### src/rtl/bas_pkg.sv
package bas_pkg;

  typedef enum logic [2:0] {
    OP_ADD  = 3'b000,
    OP_ADC  = 3'b001,
    OP_SBC  = 3'b010,
    OP_MOVX = 3'b011,
    OP_XOR  = 3'b100,
    OP_OR   = 3'b101,
    OP_AND  = 3'b110,
    OP_MOVY = 3'b111
  } alu_op_e;

  typedef enum logic [1:0] {
    SH_NONE = 2'b00,
    SH_LSR  = 2'b01,
    SH_ASR  = 2'b10,
    SH_KEEP = 2'b11
  } shift_e;

  function automatic logic uses_carry_in(alu_op_e op);
    return (op == OP_ADC) || (op == OP_SBC);
  endfunction

  function automatic logic is_arith(alu_op_e op);
    return (op == OP_ADD) || (op == OP_ADC) || (op == OP_SBC);
  endfunction

  function automatic logic is_shifting(shift_e sh);
    return (sh == SH_LSR) || (sh == SH_ASR);
  endfunction

endpackage

### src/rtl/bas_opunit.sv
module bas_opunit
  import bas_pkg::*;
#(
  parameter int W = 8
) (
  input  logic [W-1:0] x_i,
  input  logic [W-1:0] y_i,
  input  logic         c_i,
  input  alu_op_e      op_i,
  output logic [W-1:0] r_o,
  output logic         c_o
);
  localparam int EW = W + 1;

  logic          cin_eff;
  logic [EW-1:0] sum_w;
  logic [EW-1:0] sub_w;
  logic [EW-1:0] subtrahend_w;

  always_comb begin
    cin_eff      = uses_carry_in(op_i) & c_i;
    subtrahend_w = {1'b0, y_i} + EW'(cin_eff);
    sum_w        = {1'b0, x_i} + {1'b0, y_i} + EW'(cin_eff);
    sub_w        = {1'b0, x_i} - subtrahend_w;
  end

  always_comb begin
    r_o = '0;
    c_o = 1'b0;
    case (op_i)
      OP_ADD, OP_ADC: begin r_o = sum_w[W-1:0]; c_o = sum_w[W]; end
      OP_SBC:         begin r_o = sub_w[W-1:0]; c_o = sub_w[W]; end
      OP_MOVX:        r_o = x_i;
      OP_XOR:         r_o = x_i ^ y_i;
      OP_OR:          r_o = x_i | y_i;
      OP_AND:         r_o = x_i & y_i;
      OP_MOVY:        r_o = y_i;
      default:        r_o = '0;
    endcase
  end

  // Assertions next to the arithmetic they guard
  always_comb begin
    if (op_i == OP_ADD) begin
      p_add_inverse_r1: assert (W'(r_o - y_i) == x_i && c_o == (EW'(x_i) + EW'(y_i) > EW'({W{1'b1}})));
    end
    if (op_i == OP_ADC) begin
      p_adc_inverse_r2: assert (W'(r_o - y_i - W'(c_i)) == x_i);
    end
    if (op_i == OP_SBC) begin
      p_sbc_inverse_r3: assert (W'(r_o + y_i + W'(c_i)) == x_i);
      p_sbc_borrow_r3:  assert (c_o == ((EW'(y_i) + EW'(c_i)) > EW'(x_i)));
    end
    if (!is_arith(op_i)) begin
      p_logic_no_carry_r5: assert (c_o == 1'b0);
    end
  end

endmodule

### src/rtl/bas_shifter.sv
module bas_shifter
  import bas_pkg::*;
#(
  parameter int W = 8
) (
  input  logic [W-1:0] v_i,
  input  logic         c_i,
  input  shift_e       sh_i,
  output logic [W-1:0] v_o,
  output logic         c_o
);
  logic [W-1:0] shifted_w;
  logic         fill_w;

  assign fill_w = (sh_i == SH_ASR) ? v_i[W-1] : 1'b0;

  for (genvar i = 0; i < W; i++) begin : g_bit
    if (i == W - 1) begin : g_top
      assign shifted_w[i] = fill_w;
    end else begin : g_low
      assign shifted_w[i] = v_i[i+1];
    end
  end

  always_comb begin
    if (is_shifting(sh_i)) begin
      v_o = shifted_w;
      c_o = v_i[0];
    end else begin
      v_o = v_i;
      c_o = c_i;
    end
  end

  always_comb begin
    if (sh_i == SH_LSR) begin
      p_lsr_msb_clear_r6: assert (v_o[W-1] == 1'b0 && {v_o, c_o} == {1'b0, v_i});
    end
    if (sh_i == SH_ASR) begin
      p_asr_keeps_sign_r7: assert (v_o[W-1] == v_i[W-1] && {v_o[W-2:0], c_o} == v_i);
    end
    if (!is_shifting(sh_i)) begin
      p_pass_through_r8: assert (v_o == v_i && c_o == c_i);
    end
  end

endmodule

### src/rtl/byte_alu_shift.sv
module byte_alu_shift
  import bas_pkg::*;
#(
  parameter int W = 8
) (
  input  logic [W-1:0] x_in,
  input  logic [W-1:0] y_in,
  input  logic         carry_in,
  input  logic [2:0]   op_sel,
  input  logic [1:0]   shift_sel,
  output logic [W-1:0] result,
  output logic         carry_out,
  output logic         zero_out
);
  alu_op_e      op_w;
  shift_e       sh_w;
  logic [W-1:0] op_res_w;
  logic         op_carry_w;

  assign op_w = alu_op_e'(op_sel);
  assign sh_w = shift_e'(shift_sel);

  bas_opunit #(.W(W)) u_op (
    .x_i  (x_in),
    .y_i  (y_in),
    .c_i  (carry_in),
    .op_i (op_w),
    .r_o  (op_res_w),
    .c_o  (op_carry_w)
  );

  bas_shifter #(.W(W)) u_sh (
    .v_i  (op_res_w),
    .c_i  (op_carry_w),
    .sh_i (sh_w),
    .v_o  (result),
    .c_o  (carry_out)
  );

  assign zero_out = ~|result;

  // Zero flag must agree with the value that entered the shifter
  always_comb begin
    if (zero_out && !is_shifting(sh_w)) begin
      p_zero_unshifted_r9: assert (op_res_w == '0);
    end
    if (zero_out && sh_w == SH_LSR) begin
      p_zero_after_lsr_r9: assert (op_res_w[W-1:1] == '0);
    end
    if (zero_out && sh_w == SH_ASR) begin
      p_zero_after_asr_r9: assert (op_res_w[W-1:1] == '0);
    end
  end

endmodule

### config.mk
export PLATFORM = sky130hd
export DESIGN_NAME = byte_alu_shift
export DESIGN_NICKNAME = d
export VERILOG_FILES = /design/src/rtl/bas_pkg.sv /design/src/rtl/bas_opunit.sv /design/src/rtl/bas_shifter.sv /design/src/rtl/byte_alu_shift.sv
export SDC_FILE = /design/constraint.sdc
export NUM_CORES = 1
export LEC_CHECK = 0
export BUFFER_PORTS_ARGS = -buffer_cell sky130_fd_sc_hd__buf_4
export CORE_MARGIN = 2
export CORE_UTILIZATION = 56
export DETAILED_ROUTE_END_ITERATION = 7
export GPL_ROUTABILITY_DRIVEN = 0
export PLACE_DENSITY = 0.84
export SLEW_MARGIN = 20
export SYNTH_ARGS = -nofsm -noshare
export SYNTH_HDL_FRONTEND = slang
export SYNTH_SLANG_ARGS = --single-unit
### constraint.sdc
create_clock -name vclk -period 4.98
set_clock_uncertainty 0.15 [all_clocks]
set_input_delay 0.747 -clock vclk [all_inputs]
set_output_delay 0.747 -clock vclk [all_outputs]
set_load 0.02 [all_outputs]
==> flow_metrics.tcl, run 1 <==
set metrics [dict create \
    rsz0062_at_grt "false" \
    crit_path_max_fanout 29 \
    cts_setup_buffers 0 \
    multiInputGateArea_um2 1510 \
    status "finished clean" \
    endpoint_kind "primary output" \
    slowest_stage "fa_1" \
    irDropWorstVdd_uv 50.0 \
    fin_nets 311 \
    synth_top_area_share 0.226 \
    slew_headroom 0.668 \
    muxShareOfSynthArea 0.0729 \
    finish.utilization 0.643 \
    rows 20 \
    clkPwrFrac 0 \
    grt_pass1_wl_mm 6.60 \
    critPathTopFamily "adder cells" \
    core-area_um2 2980 \
    dieArea_um2 3520 \
    power_frac_seq 0 \
    fin_crit_sh 0.903 \
    syn_area_per_cell_um2 7.39 \
    setup_violations 0 \
    final.setup.worst_slack_ps 483 \
    area_growth_pct 11.6 \
    p_switching_mw 0.145 \
    synthTopCellsByCount "31 x ha_1, 29 x inv_1, 13 x a21oi_1, 13 x nor2_1" \
    syn_nets 288 \
    cts_resized 0 \
    drt_first_pass_iters 4 \
    max_freq_mhz 222 \
    drive_above_1_share 0.174 \
    synth-xor-area-share 0.0357 \
    drt_iter0_markers 138 \
    yosys.area_share.simple 0.217 \
    drc_errors 0 \
    ys_seq_area_frac 0 \
    vias 1752 \
    dpl.hpwl_mm 3.13 \
    cp_slowest_stage_delay_ps 570 \
    final_antenna_net_count 0 \
    wl_mm 4.01 \
    cp_num_buf_inv 3 \
    seq_cells 0 \
    crit_type "in -> out" \
    pwr-share-comb 1.000 \
    ctsHoldBuffers 0 \
    slew_violations 0 \
    synth_top_cell_by_area "ha_1" \
    min-delay-start "shift_sel[1]" \
    worstHoldPathType "in -> out" \
    nFillCells 279 \
    vias_per_cell 6.13 \
    wl_per_cell_um 14.0 \
    io_buffer_count 32 \
    grt_pass1_vias 1526 \
    critPathLaunchType "input pin" \
    swShare 0.560 \
    finalPower_mw 0.259 \
    n_antenna_cell 0 \
    worstSetupPathDepth 13 \
    grt_max_degree 34 \
    crit_arrival_ps 3600 \
    netlist_area_um2 1720 \
    hold_depth 5 \
    cp.required_ps 4080 \
    die_width_um 59.3 \
    final.min_clock_period_ps 4500 \
    place_ws_ps 541 \
    initial_core_util 0.576 \
    hold_viol 0 \
    grt_remaining_overflow 0 \
    p_int_mw 0.114 \
    fin_setup_tns_ps 0 \
    synth-adder-area-share 0.261 \
    synth-compound-area-share 0.295 \
    antenna_found_initial 0 \
    synthMostInstantiatedCell "ha_1" \
    track_usage 0.230 \
    hold-worst-slack_ps 1810 \
    die_h_um 59.3 \
    worstPathCellList "buf_4 -> xor2_1 -> nand3_1 -> fa_1 -> inv_1 -> ha_1 -> o21a_1 -> nor4_1 -> nor3_1 -> o32ai_2 -> o211ai_1 -> nor4bb_1 -> buf_4" \
    holdPathEnd "result[7]" \
    crit_top_cell "buf_4" \
    synth_warnings 0 \
    power_density_nw_per_um2 135 \
    yosys-top-cells-area "ha_1 23%, inv_1 6.3%, mux2i_1 4.7%" \
    total_leakage_power_nw 0.929 \
    drv_cap 0 \
    synth_top_family_by_area "compound AO/OA/AOI/OAI gates" \
    worst_pin_slew_ps 497 \
    clock_buffers 0 \
    io_pins 32 \
    synthDistinctLibCells 54 \
    synthCells 232 \
    seqCellArea_um2 0 \
]
## tightest hold or removal path, delay by kind of cell
kind / cells / cell delay [ps]
fa+ha+maj: 1 / 130
buf+inv: 2 / 230
simple gates: 2 / 120
## stage by stage
step	cells	cell area [um2]
after global routing	286	1910
after floorplan	232	1720
after detailed placement	286	1910
after global placement	286	1910
final	286	1910
after CTS	286	1910
## power groups by stage
stage / Sequential [mW] / Clock, mW / Combinational [mW]
after floorplan: 0 / 0 / 0.186
after global placement: 0 / 0 / 0.251
after detailed placement: 0 / 0 / 0.256
after CTS: 0 / 0 / 0.257
after global routing: 0 / 0 / 0.284
final: 0 / 0 / 0.259
## worst max path at each step
stage,startpoint,end
after floorplan,op_sel[0],zero_out
after global placement,op_sel[0],zero_out
after detailed placement,op_sel[0],zero_out
after CTS,op_sel[0],zero_out
after global routing,op_sel[0],zero_out
final,op_sel[0],zero_out
## area by class of cell
type                            count  share of cell area
Multi-Input combinational cell    190               0.790
Timing Repair Buffer               33               0.129
Inverter                           30              0.0588
Tap cell                           33              0.0216
## cell families after synthesis
kind of cell	Yosys count
mux	12
buf+inv	42
compound gates	69
xor+xnor	7
simple gates	68
fa+ha+maj	34
## cells in the final DEF, fill, tap and decap left out, types with 5 or more instances in the layout
cell / netlist / layout
a21oi_1: 13 / 13
nand2b_1: 5 / 5
nor2_1: 13 / 13
o211ai_1: 5 / 5
nor3_1: 5 / 5
nand3_1: 12 / 12
nor2b_1: 8 / 8
mux2i_1: 8 / 8
nand2_1: 6 / 6
inv_1: 29 / 29
buf_4: 3 / 33
ha_1: 31 / 31
o21ai_0: 12 / 12
## per-layer routing
| layer | global-route usage | part of all wire | wire [um] |
|---|---|---|---|
| met5 | 0 | 0 | 0 |
| met4 | 0.0292 | 0.0022 | 9 |
| met3 | 0.00655 | 0.070 | 282 |
| met2 | 0.388 | 0.46 | 1840 |
| met1 | 0.334 | 0.47 | 1880 |
(Power assumes the default switching activity.)
==> inputs of run 2 (changes only) <==
- RECOVER_POWER: unset -> 25
==> run 2 against run 1 <==
Effect of this change: die area unchanged; sequential share of layout area unchanged; power is 0.53% lower; critical endpoint unchanged.
==> flow_metrics.tcl, run 2 (synthesis gave the netlist of run 1 again) <==
set metrics [dict create \
    drive_above_1_share 0.170 \
    core-area_um2 2980 \
    antenna_found_initial 0 \
    initial_core_util 0.576 \
    grt_max_degree 34 \
    track_usage 0.230 \
    wl_per_cell_um 14.0 \
    drv_cap 0 \
    rsz0062_at_grt "false" \
    seqCellArea_um2 0 \
    place_area_um2 1910 \
    wl_mm 4.01 \
    vias_per_cell 6.13 \
    final_antenna_net_count 0 \
    worstHoldPathType "in -> out" \
    die_h_um 59.3 \
    fin_crit_sh 0.903 \
    crit_arrival_ps 3600 \
    area_growth_pct 11.4 \
    endpoint "zero_out" \
    fin_nets 311 \
    critPathLaunchType "input pin" \
    slew_violations 0 \
    clock_buffers 0 \
    layout_commonest_cell "buf_4" \
    finish.utilization 0.642 \
    cp.required_ps 4080 \
    worst_pin_slew_ps 497 \
    finalPower_mw 0.258 \
    die_width_um 59.3 \
    hold_viol 0 \
    seq_cells 0 \
    dp_cells 286 \
    drc_errors 0 \
    ctsHoldBuffers 0 \
    endpoint_kind "primary output" \
    io_buffer_count 32 \
    status "finished clean" \
    cts_resized 0 \
    io_pins 32 \
    crit_path_max_fanout 29 \
    slew_headroom 0.668 \
    grt_remaining_overflow 0 \
    irDropWorstVdd_uv 50.0 \
    total_leakage_power_nw 0.925 \
    power_density_nw_per_um2 135 \
    dpl.hpwl_mm 3.13 \
    hold-worst-slack_ps 1810 \
    final.min_clock_period_ps 4500 \
    grt_pass1_vias 1526 \
    vias 1752 \
    drt_iter0_markers 138 \
    nFillCells 279 \
    cts_setup_buffers 0 \
    final_cell_mix "32 x buf_4, 31 x ha_1, 29 x inv_1" \
    place_ws_ps 541 \
    drt_first_pass_iters 4 \
    grt_pass1_wl_mm 6.60 \
    dieArea_um2 3520 \
    postLayoutCellArea_um2 1910 \
    n_antenna_cell 0 \
    fin_cells 286 \
    setup_violations 0 \
    fin_setup_tns_ps 0 \
    final.setup.worst_slack_ps 483 \
    startpoint "op_sel[0]" \
    crit_type "in -> out" \
    rows 20 \
    max_freq_mhz 222 \
]
run 2: changes by cell type in the layout (fill, tap and decap cells not counted), sizes merged:
cell	previous run	this run
buf	33	32
clkbuf	0	1
run 2: worst min-delay path by stage:
stage,start,to,cells after the start
final,shift_sel[1],result[7],5
after global routing,shift_sel[1],result[7],5
after CTS,shift_sel[1],result[7],5
after detailed placement,shift_sel[1],result[7],5
after global placement,shift_sel[1],result[7],5
after floorplan,shift_sel[1],result[7],3
run 2: report_power, final:
part           total [mW]  internal [mW]  switching (mW)  leakage (nW)
Sequential              0              0               0             0
Combinational       0.258          0.113           0.145         0.925
Clock                   0              0               0             0
run 2: cell type report:
class,count,area [um2],area share
multi-input combinational,190,1510,0.792
timing repair buffer,33,244,0.128
inverter,30,113,0.0589
tap,33,41.3,0.0216
run 2: worst max-delay path, cell delays in order:
cell      delay [ps]
buf_4            260
xor2_1           180
nand3_1          140
fa_1             570
inv_1             60
ha_1             200
o21a_1           200
nor4_1           210
nor3_1           100
o32ai_2          290
o211ai_1         150
nor4bb_1         300
buf_4            190
run 2: layer usage:
metal | share of wire | up-vias | GRT usage
li1 | - | 890 | -
met1 | 0.47 | 793 | 0.334
met2 | 0.46 | 67 | 0.388
met3 | 0.070 | 2 | 0.00655
met4 | 0.0022 | 0 | 0.0292
met5 | 0 | - | 0
